## src/rtl/stopctl_pkg.sv

```systemverilog
package stopctl_pkg;
  typedef struct packed {
    logic enterStop;
    logic cfgLock;
  } stopStrobe_t;
endpackage

```

## src/rtl/stopctl_ctrl.sv

```systemverilog
module stopctl_ctrl
  import stopctl_pkg::*;
#(
  parameter int NSRC = 6,
  parameter int PRIO_W = 3,
  parameter logic [NSRC-1:0] ALWAYS_OK = 1
) (
  input  logic                   clk,
  input  logic                   rstN,
  input  logic                   stopWr,
  input  logic                   oscDetEn,
  input  logic [NSRC-1:0]        wakeReq,
  input  logic [NSRC*PRIO_W-1:0] wakePrio,
  input  logic [NSRC-1:0]        wakeUsable,
  input  logic                   globalIe,
  output logic                   stopActive,
  output logic                   stopErr,
  output logic                   wakeEvent,
  output stopStrobe_t            stb
);
  logic [NSRC-1:0] syncA, syncB, srcHit;
  logic wakeNow, enterNow;

  genvar gi;
  generate
    for (gi = 0; gi < NSRC; gi++) begin : g_qual
      assign srcHit[gi] = syncB[gi] & (|wakePrio[gi*PRIO_W +: PRIO_W])
                        & (wakeUsable[gi] | ALWAYS_OK[gi]);
    end
  endgenerate

  assign wakeNow  = stopActive & globalIe & (|srcHit);
  assign enterNow = stopWr & ~oscDetEn & ~stopActive;

  always_ff @(posedge clk or negedge rstN) begin
    if (!rstN) begin
      syncA      <= '0;
      syncB      <= '0;
      stopActive <= 1'b0;
      stopErr    <= 1'b0;
      wakeEvent  <= 1'b0;
    end else begin
      syncA     <= wakeReq;
      syncB     <= syncA;
      stopErr   <= stopWr & oscDetEn & ~stopActive;
      wakeEvent <= wakeNow;
      if (wakeNow)       stopActive <= 1'b0;
      else if (enterNow) stopActive <= 1'b1;
    end
  end

  assign stb.enterStop = enterNow;
  assign stb.cfgLock   = stopActive;

  // refused request never enters stop and is flagged
  a_r3_err_blocks_entry: assert property (@(posedge clk) disable iff (!rstN)
    (stopWr && oscDetEn && !stopActive) |=> (!stopActive && stopErr));
  // a wake needs the global enable
  a_r5_wake_needs_ie: assert property (@(posedge clk) disable iff (!rstN)
    $fell(stopActive) |-> $past(globalIe));
  // leaving stop by interrupt is announced
  a_r4_wake_pulse: assert property (@(posedge clk) disable iff (!rstN)
    $fell(stopActive) |-> wakeEvent);
endmodule

```

## src/rtl/stopctl_dpath.sv

```systemverilog
module stopctl_dpath
  import stopctl_pkg::*;
#(
  parameter int DIV_W = 2,
  parameter logic [DIV_W-1:0] DIV8_CODE = 3,
  parameter logic [DIV_W-1:0] DIV_RST = 0,
  parameter logic DRV_RST = 1'b0
) (
  input  logic             clk,
  input  logic             rstN,
  input  logic             divWr,
  input  logic [DIV_W-1:0] divIn,
  input  logic             drvWr,
  input  logic             drvIn,
  input  stopStrobe_t      stb,
  output logic [DIV_W-1:0] divSel,
  output logic             oscDrvHigh
);
  always_ff @(posedge clk or negedge rstN) begin
    if (!rstN) begin
      divSel     <= DIV_RST;
      oscDrvHigh <= DRV_RST;
    end else if (stb.enterStop) begin
      divSel     <= DIV8_CODE;
      oscDrvHigh <= 1'b1;
    end else if (!stb.cfgLock) begin
      if (divWr) divSel     <= divIn;
      if (drvWr) oscDrvHigh <= drvIn;
    end
  end

  // entry forces divide-by-8 and high drive
  a_r2_forced_on_entry: assert property (@(posedge clk) disable iff (!rstN)
    stb.enterStop |=> (divSel == DIV8_CODE && oscDrvHigh));
  // configuration frozen while stopped
  a_r8_locked_in_stop: assert property (@(posedge clk) disable iff (!rstN)
    (stb.cfgLock && $past(stb.cfgLock)) |-> ($stable(divSel) && $stable(oscDrvHigh)));
endmodule

```

## src/rtl/stop_clk_ctrl.sv

```systemverilog
module stop_clk_ctrl
  import stopctl_pkg::*;
#(
  parameter int NSRC = 6,
  parameter int PRIO_W = 3,
  parameter int DIV_W = 2,
  parameter logic [DIV_W-1:0] DIV8_CODE = 3,
  parameter logic [DIV_W-1:0] DIV_RST = 0,
  parameter logic DRV_RST = 1'b0,
  parameter logic [NSRC-1:0] ALWAYS_OK = 1
) (
  input  logic                   clk,
  input  logic                   rstN,
  input  logic                   stopWr,
  input  logic                   oscDetEn,
  input  logic                   divWr,
  input  logic [DIV_W-1:0]       divIn,
  input  logic                   drvWr,
  input  logic                   drvIn,
  input  logic                   oscPinMode,
  input  logic [NSRC-1:0]        wakeReq,
  input  logic [NSRC*PRIO_W-1:0] wakePrio,
  input  logic [NSRC-1:0]        wakeUsable,
  input  logic                   globalIe,
  output logic                   cpuClkEn,
  output logic                   perClkEn,
  output logic                   oscEn,
  output logic [DIV_W-1:0]       divSel,
  output logic                   oscDrvHigh,
  output logic                   xoutForceHigh,
  output logic                   xoutForceInput,
  output logic                   stopActive,
  output logic                   stopErr,
  output logic                   wakeEvent
);
  stopStrobe_t stb;

  stopctl_ctrl #(.NSRC(NSRC), .PRIO_W(PRIO_W), .ALWAYS_OK(ALWAYS_OK)) u_ctrl (
    .clk(clk), .rstN(rstN), .stopWr(stopWr), .oscDetEn(oscDetEn),
    .wakeReq(wakeReq), .wakePrio(wakePrio), .wakeUsable(wakeUsable),
    .globalIe(globalIe), .stopActive(stopActive), .stopErr(stopErr),
    .wakeEvent(wakeEvent), .stb(stb));

  stopctl_dpath #(.DIV_W(DIV_W), .DIV8_CODE(DIV8_CODE), .DIV_RST(DIV_RST),
                  .DRV_RST(DRV_RST)) u_dpath (
    .clk(clk), .rstN(rstN), .divWr(divWr), .divIn(divIn), .drvWr(drvWr),
    .drvIn(drvIn), .stb(stb), .divSel(divSel), .oscDrvHigh(oscDrvHigh));

  assign cpuClkEn       = ~stopActive;
  assign perClkEn       = ~stopActive;
  assign oscEn          = ~stopActive;
  assign xoutForceHigh  = stopActive & oscPinMode;
  assign xoutForceInput = stopActive & ~oscPinMode;

  // pin is never both driven high and held as input
  a_r9_pin_exclusive: assert property (@(posedge clk) disable iff (!rstN)
    $onehot0({xoutForceHigh, xoutForceInput}));
  // enable outputs drop together
  a_r1_enables_agree: assert property (@(posedge clk) disable iff (!rstN)
    (cpuClkEn == perClkEn) && (perClkEn == oscEn));
endmodule

```

## config.mk

```make
export PLATFORM = sky130hd
export DESIGN_NAME = stop_clk_ctrl
export DESIGN_NICKNAME = d
export VERILOG_FILES = /design/src/rtl/stopctl_pkg.sv /design/src/rtl/stopctl_ctrl.sv /design/src/rtl/stopctl_dpath.sv /design/src/rtl/stop_clk_ctrl.sv
export SDC_FILE = /design/constraint.sdc
export NUM_CORES = 1
export LEC_CHECK = 0
export BUFFER_PORTS_ARGS = -buffer_cell sky130_fd_sc_hd__buf_2
export CORE_MARGIN = 8
export CORE_UTILIZATION = 39
export DETAILED_ROUTE_END_ITERATION = 12
export PLACE_DENSITY = 0.89
export REMOVE_ABC_BUFFERS = 1
export SLEW_MARGIN = 40
export SYNTH_ARGS = -nofsm -noshare
export SYNTH_HDL_FRONTEND = slang
export SYNTH_SLANG_ARGS = --single-unit
```

## constraint.sdc

```tcl
create_clock -name clk -period 2.89 [get_ports clk]
set_clock_uncertainty 0.05 [all_clocks]
set_input_delay 0.289 -clock clk [delete_from_list [all_inputs] [get_ports clk]]
set_output_delay 0.289 -clock clk [all_outputs]
set_load 0.005 [all_outputs]
```

# After elaboration in Yosys (flattened, before gate mapping)
# Cells that the tools add are included.
totals:
  mem_bits_ro: 0
  latch_bits: 0
  word_cells: 50
  mem_bits_rw: 0
  ff_bits: 18
  memories: 0
op_classes:
  reduce_logical: 12
  n_bitwise: 22
  mul: 0
  add_sub_neg: 0
  shifts: 0
  n_mux: 8
  magnitude_cmp: 0
  eq_ne: 1
  div_mod_pow: 0
ops:
  columns: ["operator", "count"]
  rows:
  - ["AND 1 bit", 19]
  - ["OR reduction 3 bit", 6]
  - ["2-to-1 mux 2 bit", 3]
  - ["nonzero test 2 bit", 3]
  - ["OR reduction 6 bit", 1]
  - ["2-to-1 mux 1 bit", 5]
  - ["AND reduction 2 bit", 2]
  - ["inverter 1 bit", 3]
  - ["!= test 2 bit, second input constant", 1]

# Depth between registers and ports, before layout
depth:
  word_depth: 6
  mapped_depth: 3
  mapped_depth_nobuf: 3

# By module
# A second synthesis with hierarchy kept.
unflattened:
  cells_unflattened: 51
  area_unflattened_um2: 674.4
modules_own_cells:
  columns: ["module", "instances", "seq_area_each_um2", "cells_per_inst", "area_each_um2"]
  rows:
  - ["stopctl_ctrl", 1, 375.4, 32, 496.7]
  - ["stopctl_dpath", 1, 75.1, 14, 142.6]
  - ["stop_clk_ctrl", 1, 0.0, 5, 35.0]

# Least setup slack after synthesis
# No wires, ideal clock.
synth_path:
  kind: "register -> register"
  start: "reg u_ctrl.stopActive"
  end: "reg u_ctrl.stopActive"
  path_slack_ns: 1.800
  stages_incl_launch_ff: 4
  arrival_ns: 0.948
  period_less_slack_ns: 1.090
  path_cell_list: "dfrtp_1 inv_2 mux2_1 o31ai_2"
synth_between:
  elab_chain_cells: 3
synth_lines:
  columns: ["item", "line_no", "rtl"]
  rows:
  - ["start: declaration", "stopctl_ctrl.sv:16", "output logic stopActive,"]
  - ["start signal: assignment", "stopctl_ctrl.sv:39", "stopActive <= 1'b0;"]
  - ["start signal: assignment", "stopctl_ctrl.sv:47", "if (wakeNow) stopActive <= 1'b0;"]
  - ["start signal: assignment", "stopctl_ctrl.sv:48", "else if (enterNow) stopActive <= 1'b1;"]
  - ["inverter 1 bit", null, null]
  - ["via cpuClkEn", "stop_clk_ctrl.sv:25", "output logic cpuClkEn,"]
  - ["AND 1 bit", "stopctl_ctrl.sv:33", "assign enterNow = stopWr & ~oscDetEn & ~stopActive;"]
  - ["nonzero test 2 bit (no line)", null, null]
# The timed path passes the listed nets, and every way through them passes these cells.
# A chain may end at the register's enable or synchronous reset.

# Final worst setup path
layout_path:
  start: "reg u_ctrl.stopActive"
  end: "out xoutForceInput"
layout_between:
  elab_chain_cells: 1
layout_lines:
  columns: ["item", "line_no", "rtl"]
  rows:
  - ["AND 1 bit", "stop_clk_ctrl.sv:53", "assign xoutForceInput = stopActive & ~oscPinMode;"]
  - ["end: declaration", "stop_clk_ctrl.sv:31", "output logic xoutForceInput,"]
# Every way passes these cells.

==> flow_metrics.tcl <==
set metrics [dict create \
    status "completed" \
    initial_core_util 0.424 \
    power_frac_clock 0.281 \
    synthCells 44 \
    yosys.area_share.simple 0.0677 \
    drt_wl_total_mm 1.63 \
    final_cells 113 \
    grt_use_total 0.105 \
    drv_cap 0 \
    power.switching_uw 123 \
    syn_to_final_growth_pct 46.6 \
    arrival_ps 1080 \
    synth_fa_ha_area_frac 0 \
    seq_area_frac_synth 0.696 \
    crit_start "u_ctrl.stopActive" \
    grt_overflow_total 0 \
    r2r_slack_ps 1740 \
    synth_seq_cells 18 \
    combPwrFrac 0.177 \
    synth_area_um2 647 \
    synth.distinct_cells 21 \
    row_count 14 \
    numCtsBuffers 3 \
    max_stage_delay_ps 460 \
    die-area_mm2 0.00322 \
    pwr-share-seq 0.543 \
    synthXorXnorAreaFrac 0 \
    grt_pass1_wl_mm 2.76 \
    tns_ps 0 \
    critical_path_depth 3 \
    path_max_fanout 9 \
    critPathCapture "xoutForceInput" \
    power_density_mw_per_mm2 552 \
    leakagePower_uw 0.000499 \
    htreeDepth 1 \
    avgSynthCellArea_um2 14.7 \
    wl_met3_um 85 \
    worst-slew-pin-transition_ps 368 \
    final.setup.worst_slack_ps 1470 \
    cts_buffer_depth 2 \
    cp-start-kind "flop" \
    design_area_um2 948 \
    antenna_found_initial 0 \
    clkLatencyLatePin_ps 280 \
    wl_per_cell_um 14.4 \
    coreArea_mm2 0.00152 \
    ir_drop_mv 0.377 \
    hp-class "in2reg" \
    switching_share 0.234 \
    synth_mux_area_frac 0.0174 \
    multi_input_area_um2 174 \
    top_layer "met3" \
    firstDrtPassIters 3 \
    critical-path-slowest-cell "dfrtp_1" \
    cp.required_ps 2550 \
    relSlewSlack 0.755 \
    first_iter_violations 7 \
    synth_top_family_by_area "compound AO/OA/AOI/OAI gates" \
    post_cts_buffers 0 \
    fin_crit_sh 0.490 \
    grt_pass1_vias 634 \
    r2r_start "u_ctrl.stopActive" \
    die_h_um 56.7 \
    yosysWarnings 0 \
    tritoncts "done" \
    dp_slack_ps 1630 \
    fmax_mhz 706 \
    pin_count 52 \
    route.detailed.drc 0 \
    grt_max_degree 19 \
    root_buffer "clkbuf_4" \
    port_buffers 50 \
    dieWidth_um 56.7 \
    wl_met2_um 956 \
    ff2ff_path_depth 3 \
    period_needed_ps 1420 \
    path_buf_inv 2 \
    vias 544 \
    r2r-end "u_ctrl.stopActive" \
    antenna_cells 0 \
    vias_per_cell 4.81 \
    crit_path_end_kind "output port" \
    p_int_uw 401 \
    placed_area_um2 902 \
    rsz0062_at_grt "false" \
    dp.cells 108 \
    clk_pin_slew_ps 100 \
    setup_violations 0 \
    synth-compound-area-share 0.184 \
    ctsResizeCount 0 \
    path_delay_family "flip-flops" \
    fin_nets 139 \
    drive_gt1_frac 0.588 \
    path_cells "inv_2 > nor2_1 > buf_2" \
    postRouteAntennaNets 0 \
    setup.worst_path.class "reg2out" \
    hold_violations 0 \
    wl_met1_um 591 \
    seqCellArea_um2 450 \
    clock-sinks 18 \
    fillers 128 \
    place_congestion 0.653 \
    slew_violations 0 \
]
Yosys cell counts:
cell,n,area [µm²]
o311ai_2,1,16.3
mux2_1,1,11.3
nand3_1,1,5.00
o31ai_1,1,7.51
a21oi_1,1,5.00
o311ai_1,4,35.0
nand2b_1,2,12.5
nand2_1,1,3.75
and2_1,1,6.26
inv_1,1,3.75
buf_4,2,15.0
nand4_1,1,6.26
a2bb2oi_1,1,8.76
and3_1,1,6.26
inv_2,1,3.75
o22ai_1,1,6.26
o211a_1,1,10.0
o31ai_2,1,12.5
o22a_1,2,17.5
nor2_1,1,3.75
dfrtp_1,18,450
metal layers:
| layer | vias up | GRT usage |
|---|---|---|
| met4 | 0 | 0.0309 |
| met3 | 0 | 0.0404 |
| met5 | - | 0 |
| met2 | 20 | 0.204 |
| met1 | 255 | 0.0966 |
| li1 | 269 | - |
timing repair:
item	CTS	global route
setup endpoints to repair	0	0
hold buffers	1	0
hold endpoints to repair	18	0
state kept, by name, summed over array words and instances, names as in the netlist:
register	count
u_ctrl.stopErr	1
u_ctrl.wakeEvent	1
u_dpath.oscDrvHigh	1
u_ctrl.syncA	6
u_dpath.divSel	2
u_ctrl.syncB	6
u_ctrl.stopActive	1
cells in the final DEF, fill, tap and decap left out, drive strengths merged:
master and count:
dfrtp 18, o22a 2, nand3 1, dlygate4sd3 1, clkbuf 4, o22ai 1, o211a 1, and3 1
nand4 1, nand2b 2, o31ai 2, nor2 1, nand2 1, mux2 1, inv 2, o311ai 5
and2 1, buf 50, a21oi 1, a2bb2oi 1
logic make-up (layout without fill, tap and decap cells):
family | count (synthesis) | count (layout)
simple gates | 8 | 8
flops | 18 | 18
compound gates | 13 | 13
mux | 1 | 1
buf+inv | 4 | 57
power groups by stage:
stage | clock [µW] | sequential (µW) | combinational [µW]
2_1_floorplan | 0 | 289 | 32.5
3_3_place_gp | 0 | 289 | 90.5
3_5_place_dp | 0 | 290 | 94.2
4_1_cts | 151 | 285 | 95.2
5_1_grt | 164 | 287 | 103
6_report | 147 | 284 | 92.5
how the worst min path moves through the flow:
stage	cells past startpoint	end	from	slack [ps]
floorplan	0	u_ctrl.stopActive	rstN	-60
global placement	1	u_dpath.divSel[0]	rstN	180
detailed placement	1	u_ctrl.syncA[0]	rstN	180
CTS	1	u_ctrl.syncA[5]	wakeReq[5]	50
global route	1	u_ctrl.syncA[5]	wakeReq[5]	30
finish	1	u_ctrl.syncA[4]	wakeReq[4]	60
stage by stage:
| step | power (µW) | hold slack, ps | util |
|---|---|---|---|
| floorplan | 322 | -56.6 | - |
| global placement | 379 | 176 | 0.592 |
| detailed placement | 384 | 180 | 0.592 |
| CTS | 531 | 49.5 | 0.622 |
| global route | 554 | 33.1 | 0.622 |
| finish | 523 | 56.3 | 0.622 |
layout make-up:
| class | count | area share |
|---|---|---|
| clock buffer | 4 | 0.0383 |
| inverter | 2 | 0.00792 |
| multi-input combinational | 22 | 0.183 |
| sequential | 18 | 0.475 |
| tap | 16 | 0.0211 |
| timing repair buffer | 51 | 0.274 |
No activity file was read; power rests on OpenSTA's default activity.
